<file path="src/rtl/rst_seq_pkg.sv">
`timescale 1ns/1ps
package rst_seq_pkg;

  typedef enum logic [1:0] {
    SQ_DELAY = 2'd0,
    SQ_WHOLD = 2'd1,
    SQ_BOOT  = 2'd2,
    SQ_RUN   = 2'd3
  } seq_state_e;

  typedef logic [1:0] cause_t;

  localparam cause_t CAUSE_PIN = 2'b01;
  localparam cause_t CAUSE_WDT = 2'b10;

endpackage

</file>
<file path="src/rtl/rst_seq_sync.sv">
`timescale 1ns/1ps
// Reset synchroniser: asserts asynchronously, releases after STAGES edges.
module rst_seq_sync #(
  parameter int STAGES = 2
) (
  input  logic clk,
  input  logic arst_n,
  output logic rst_n_o,
  output logic release_o
);

  logic [STAGES-1:0] sh_q;
  logic [STAGES-1:0] sh_d;

  always_comb begin
    sh_d = {sh_q[STAGES-2:0], 1'b1};
  end

  always_ff @(posedge clk or negedge arst_n) begin
    if (!arst_n) begin
      sh_q <= '0;
    end else begin
      sh_q <= sh_d;
    end
  end

  assign rst_n_o   = sh_q[STAGES-1];
  // high for the one cycle whose closing edge releases reset
  assign release_o = sh_q[STAGES-2] & ~sh_q[STAGES-1];

endmodule

</file>
<file path="src/rtl/rst_seq_strap.sv">
`timescale 1ns/1ps
// Strap capture: plain enabled flops, deliberately without reset so a
// watchdog reset cannot disturb them.
module rst_seq_strap #(
  parameter int WIDTH = 2
) (
  input  logic             clk,
  input  logic             cap_en,
  input  logic [WIDTH-1:0] pins_i,
  output logic [WIDTH-1:0] held_o
);

  for (genvar i = 0; i < WIDTH; i++) begin : g_bit
    always_ff @(posedge clk) begin
      if (cap_en) begin
        held_o[i] <= pins_i[i];
      end
    end
  end

endmodule

</file>
<file path="src/rtl/rst_seq_ctrl.sv">
`timescale 1ns/1ps
// Sequencing state machine: watchdog hold, fetch delay, boot, run.
module rst_seq_ctrl
  import rst_seq_pkg::*;
#(
  parameter int SYNC_STAGES = 2,
  parameter int WDT_HOLD    = 16,
  parameter int FETCH_DELAY = 80
) (
  input  logic   clk,
  input  logic   rst_n,
  input  logic   wdt_req,
  output logic   hold_n_o,
  output logic   fetch_en_o,
  output logic   fetch_zero_o,
  output cause_t cause_o
);

  localparam int MAX_CNT = (FETCH_DELAY > WDT_HOLD) ? FETCH_DELAY : WDT_HOLD;
  localparam int CNT_W   = $clog2(MAX_CNT + 1);
  localparam logic [CNT_W-1:0] CNT_PRELOAD = CNT_W'(SYNC_STAGES);
  localparam logic [CNT_W-1:0] HOLD_LAST   = CNT_W'(WDT_HOLD - 1);
  localparam logic [CNT_W-1:0] DELAY_LAST  = CNT_W'(FETCH_DELAY - 1);

  seq_state_e       st_q, st_d;
  logic [CNT_W-1:0] cnt_q, cnt_d;
  cause_t           cause_q, cause_d;
  logic             cnt_en, cause_en;

  // next state
  always_comb begin
    st_d     = st_q;
    cnt_d    = cnt_q;
    cause_d  = cause_q;
    cnt_en   = 1'b0;
    cause_en = 1'b0;
    if (wdt_req) begin
      st_d     = SQ_WHOLD;
      cnt_d    = '0;
      cnt_en   = 1'b1;
      cause_d  = CAUSE_WDT;
      cause_en = 1'b1;
    end else begin
      unique case (st_q)
        SQ_WHOLD: begin
          cnt_en = 1'b1;
          if (cnt_q == HOLD_LAST) begin
            st_d  = SQ_DELAY;
            cnt_d = '0;
          end else begin
            cnt_d = cnt_q + 1'b1;
          end
        end
        SQ_DELAY: begin
          cnt_en = 1'b1;
          if (cnt_q == DELAY_LAST) begin
            st_d = SQ_BOOT;
          end else begin
            cnt_d = cnt_q + 1'b1;
          end
        end
        SQ_BOOT: st_d = SQ_RUN;
        SQ_RUN:  st_d = SQ_RUN;
        default: st_d = SQ_DELAY;
      endcase
    end
  end

  // registers; counter preloaded with the cycles spent in the synchroniser
  always_ff @(posedge clk or negedge rst_n) begin
    if (!rst_n) begin
      st_q <= SQ_DELAY;
    end else begin
      st_q <= st_d;
    end
  end

  always_ff @(posedge clk or negedge rst_n) begin
    if (!rst_n) begin
      cnt_q <= CNT_PRELOAD;
    end else if (cnt_en) begin
      cnt_q <= cnt_d;
    end
  end

  always_ff @(posedge clk or negedge rst_n) begin
    if (!rst_n) begin
      cause_q <= CAUSE_PIN;
    end else if (cause_en) begin
      cause_q <= cause_d;
    end
  end

  assign hold_n_o     = (st_q != SQ_WHOLD);
  assign fetch_en_o   = (st_q == SQ_BOOT) || (st_q == SQ_RUN);
  assign fetch_zero_o = (st_q == SQ_BOOT);
  assign cause_o      = cause_q;

endmodule

</file>
<file path="src/rtl/rst_seq_top.sv">
`timescale 1ns/1ps
module rst_seq_top
  import rst_seq_pkg::*;
#(
  parameter int SYNC_STAGES = 2,
  parameter int WDT_HOLD    = 16,
  parameter int FETCH_DELAY = 80
) (
  input  logic       clk,
  input  logic       ext_rst_n,
  input  logic       wdt_req,
  input  logic       strap_boot,
  input  logic       strap_tri,
  output logic       core_rst_n,
  output logic       periph_rst_n,
  output logic       fetch_en,
  output logic       fetch_zero,
  output logic       boot_mode,
  output logic       tri_mode,
  output logic [1:0] rst_cause
);

  localparam int NUM_STRAPS = 2;

  logic                  sync_rst_n;
  logic                  sync_release;
  logic                  hold_n;
  logic [NUM_STRAPS-1:0] strap_pins;
  logic [NUM_STRAPS-1:0] strap_held;
  cause_t                cause;

  rst_seq_sync #(.STAGES(SYNC_STAGES)) u_sync (
    .clk       (clk),
    .arst_n    (ext_rst_n),
    .rst_n_o   (sync_rst_n),
    .release_o (sync_release)
  );

  rst_seq_ctrl #(
    .SYNC_STAGES (SYNC_STAGES),
    .WDT_HOLD    (WDT_HOLD),
    .FETCH_DELAY (FETCH_DELAY)
  ) u_ctrl (
    .clk          (clk),
    .rst_n        (sync_rst_n),
    .wdt_req      (wdt_req),
    .hold_n_o     (hold_n),
    .fetch_en_o   (fetch_en),
    .fetch_zero_o (fetch_zero),
    .cause_o      (cause)
  );

  assign strap_pins = {strap_tri, strap_boot};

  rst_seq_strap #(.WIDTH(NUM_STRAPS)) u_strap (
    .clk    (clk),
    .cap_en (sync_release),
    .pins_i (strap_pins),
    .held_o (strap_held)
  );

  assign core_rst_n   = sync_rst_n & hold_n;
  assign periph_rst_n = sync_rst_n & hold_n;
  assign boot_mode    = strap_held[0];
  assign tri_mode     = strap_held[1];
  assign rst_cause    = cause;

endmodule

</file>
<file path="config.mk">
export PLATFORM = sky130hd
export DESIGN_NAME = rst_seq_top
export DESIGN_NICKNAME = d
export VERILOG_FILES = /design/src/rtl/rst_seq_pkg.sv /design/src/rtl/rst_seq_sync.sv /design/src/rtl/rst_seq_strap.sv /design/src/rtl/rst_seq_ctrl.sv /design/src/rtl/rst_seq_top.sv
export SDC_FILE = /design/constraint.sdc
export NUM_CORES = 1
export LEC_CHECK = 0
export BUFFER_PORTS_ARGS = -buffer_cell sky130_fd_sc_hd__buf_2
export CAP_MARGIN = 20
export CELL_PAD_IN_SITES_DETAIL_PLACEMENT = 0
export CELL_PAD_IN_SITES_GLOBAL_PLACEMENT = 1
export CORE_MARGIN = 2
export CORE_UTILIZATION = 41
export DETAILED_ROUTE_END_ITERATION = 16
export HOLD_SLACK_MARGIN = 0.12
export PLACE_DENSITY = 0.76
export SLEW_MARGIN = 20
export SYNTH_ARGS = -nofsm -noshare
export SYNTH_HDL_FRONTEND = slang
export SYNTH_SLANG_ARGS = --single-unit
</file>
<file path="constraint.sdc">
create_clock -name clk -period 1 [get_ports clk]
set_input_delay 0.05 -clock clk [delete_from_list [all_inputs] [get_ports clk]]
set_output_delay 0.05 -clock clk [all_outputs]
set_load 0.01 [all_outputs]
</file>
==> run metrics <==
syn nets 77; Power Dens Cells 964 mW/mm^2; # rows 15; Synth warnings 0; DR iter-0 viols 4; CP Capture Point u_ctrl.cnt_q[0]; sequential-to-total area share from yosys stat 51.3%; Worst VDD drop 0.938 mV; TritonCTS clock tree done; vias per inst 5.12; clock power share 30.5%; class of the worst hold path primary input to flip-flop; crit-path max FO 3; Async SR Flop Fraction 86.7%; cell-internal power 879 uW; CP startpoint u_ctrl.cnt_q[1]; CTS root buf clkbuf_4; routed length per instance 14.8 um; Setup WS post-layout -624 ps; setup violators final 13; Mapped Avg Cell Area 10.6 um^2; Post-DP HPWL 1.29 mm; Netlist cell types 40; Layout Cells excl Fill 139; Max-Cap Viols 0; RSZ-0062 raised after global routing yes; RePlAce Congestion 0.820; Initial Utilization 43.8%; Flop pwr share 56.0%; Netlist Area Pre-Place 756 um^2; layout cells sized above 1 51.8%; critical path class flip-flop to flip-flop; fmax 0.616 GHz; Hold Fails Final Rpt 0; period utilization 162%; commonest non-fill, non-tap cells in the layout buf_4 (22), buf_2 (10), dfrtp_1 (10); CP required 1180 ps; core area 0.00173 mm^2; Nets 121; Residual DRC 0; number of synthesized register bits 15; Design Power 1170 uW; utilization after layout 70.3%; slowest cell delay on critical path 560 ps; fin. max-slew vios 0; GR Overflow Total 0; wirelength, routed 2.06 mm; Period minus WS final 1620 ps; vias in the first global route 728; Fillers 130; commonest non-fill, non-tap cell in the layout buf_4; Critical Path Sink Type flip-flop; crit path max-delay cell type dfstp_2; die area 0.00220 mm^2; Die Height 46.9 um; first-pass GRT wire length 3.52 mm; EDFF count, synth 2; Worst-Skew Late Latency 290 ps; initial antenna violation count 0; failing checks setup timing; Sw Share 24.9%; FF-to-FF path depth 4; Antenna Cells 0; Buffers on Ports 12; Reg2Reg Setup Slack -620 ps; Reg-to-Reg End u_ctrl.cnt_q[0]; Placed Cells 124; largest net degree at the start of global routing 14; reg2reg start u_ctrl.cnt_q[1]; CP cell instances ha_4 -> or3b_4 -> o32a_1 -> o311ai_2; Synth-to-Final Area Change 60.6%; Pre-antenna DRT Iters 4; Reg clk slew, reported paths 100 ps; Psw 291 uW; Synth Flop Type dfrtp_1; clock sinks 15; Arrival @ worst endpoint 1800 ps; leak pwr 0.000521 uW; htree depth 1; clk buf depth 2; status finished, violations left; Mapped Cells 71; crit start category flip-flop; clk_skew 10.8 ps; Inserted Clock Buffers 3; combinational fraction of design power 13.5%; GR Util All Layers 23.5%; DR vias 712; setup TNS -5170 ps; post-route ant nets 0; io pins 13; Die X 46.9 um
==> metal layers <==
metal	share of wire, %	routed length (um)	global-route usage (%)	vias up
li1	-	-	-	346
met1	43	891	28.5	356
met2	53	1100	40.0	6
met3	1.4	28	2.31	4
met4	2.0	42	13.9	0
met5	0	0	0	-
==> flip-flops by register name, indices dropped and copies added (netlist names) <==
register	cells
u_ctrl.cause_o	2
u_ctrl.cnt_q	7
u_ctrl.st_q	2
u_sync.sh_q	2
u_strap.held_o	2
==> logic make-up (layout without fill, tap and decap cells) <==
| kind of cell | count (synthesis) | count (layout) | share of synthesized area, % |
|---|---|---|---|
| buf+inv | 8 | 51 | 5.63 |
| simple gates | 26 | 26 | 21.7 |
| fa+ha+maj | 1 | 1 | 1.66 |
| compound gates | 18 | 18 | 16.7 |
| mux | 1 | 1 | 1.32 |
| xor+xnor | 1 | 1 | 1.16 |
| other cells | 1 | 1 | 0.496 |
| flops | 15 | 15 | 51.3 |
==> timing repair <==
item                       CTS  global route
gates cloned                 0             0
setup endpoints to repair   14            14
hold endpoints to repair     5             0
setup buffers                4             3
hold buffers                 5             0
pin swaps                    5             4
gates resized for setup     14             6
==> critical path: cells and delay by family, from the launching register on <==
kind / cells / cell delay, ps
compound gates: 2 / 420
fa+ha+maj: 1 / 130
flops: 1 / 560
simple gates: 1 / 410
==> through the flow <==
stage	hold WS [ps]	area (um^2)	setup slack (ps)
detailed placement	-160	1000	-580
finish	116	1210	-624
global placement	-165	1000	-507
global route	134	1210	-665
CTS	120	1180	-600
floorplan	-246	791	-536
==> cell type report <==
| type | count | area [um^2] | share of cell area, % |
|---|---|---|---|
| Multi-Input combinational cell | 48 | 405 | 33.4 |
| Sequential cell | 15 | 389 | 32.1 |
| Timing Repair Buffer | 44 | 344 | 28.4 |
| Tap cell | 25 | 31.3 | 2.58 |
| Clock buffer | 3 | 22.5 | 1.86 |
| Inverter | 3 | 16.3 | 1.34 |
| Clock inverter | 1 | 5.00 | 0.412 |
==> power groups by stage <==
stage / clock network, uW / logic [uW] / registers (uW)
3_3_place_gp: 0 / 115 / 666
2_1_floorplan: 0 / 47.2 / 677
5_1_grt: 398 / 176 / 658
3_5_place_dp: 0 / 118 / 668
4_1_cts: 359 / 149 / 655
6_report: 357 / 158 / 655
==> how the worst min path moves through the flow <==
stage / startpoint / to / slack (ps) / cells after the start
global placement: ext_rst_n / u_sync.sh_q[0] / -170 / 1
detailed placement: ext_rst_n / u_sync.sh_q[0] / -160 / 1
floorplan: ext_rst_n / u_sync.sh_q[0] / -250 / 0
CTS: wdt_req / u_ctrl.cnt_q[4] / 120 / 3
finish: wdt_req / u_ctrl.cnt_q[4] / 120 / 3
global route: wdt_req / u_ctrl.cnt_q[6] / 130 / 3
==> synth_stat cells, drive strengths merged (2+ instances only) <==
library cell | n | area share (%)
a21oi | 5 | 3.3
nand4b | 2 | 2.3
clkbuf | 2 | 0.99
edfxtp | 2 | 7.9
a21boi | 2 | 2.0
o31ai | 3 | 3.0
nand2b | 2 | 1.7
nor2 | 3 | 1.5
dfrtp | 11 | 36
inv | 3 | 1.5
a211oi | 2 | 2.0
dfstp | 2 | 7.0
buf | 3 | 3.1
nand2 | 4 | 2.3
nor2b | 3 | 2.5
No activity file was read; power rests on OpenSTA's default activity.
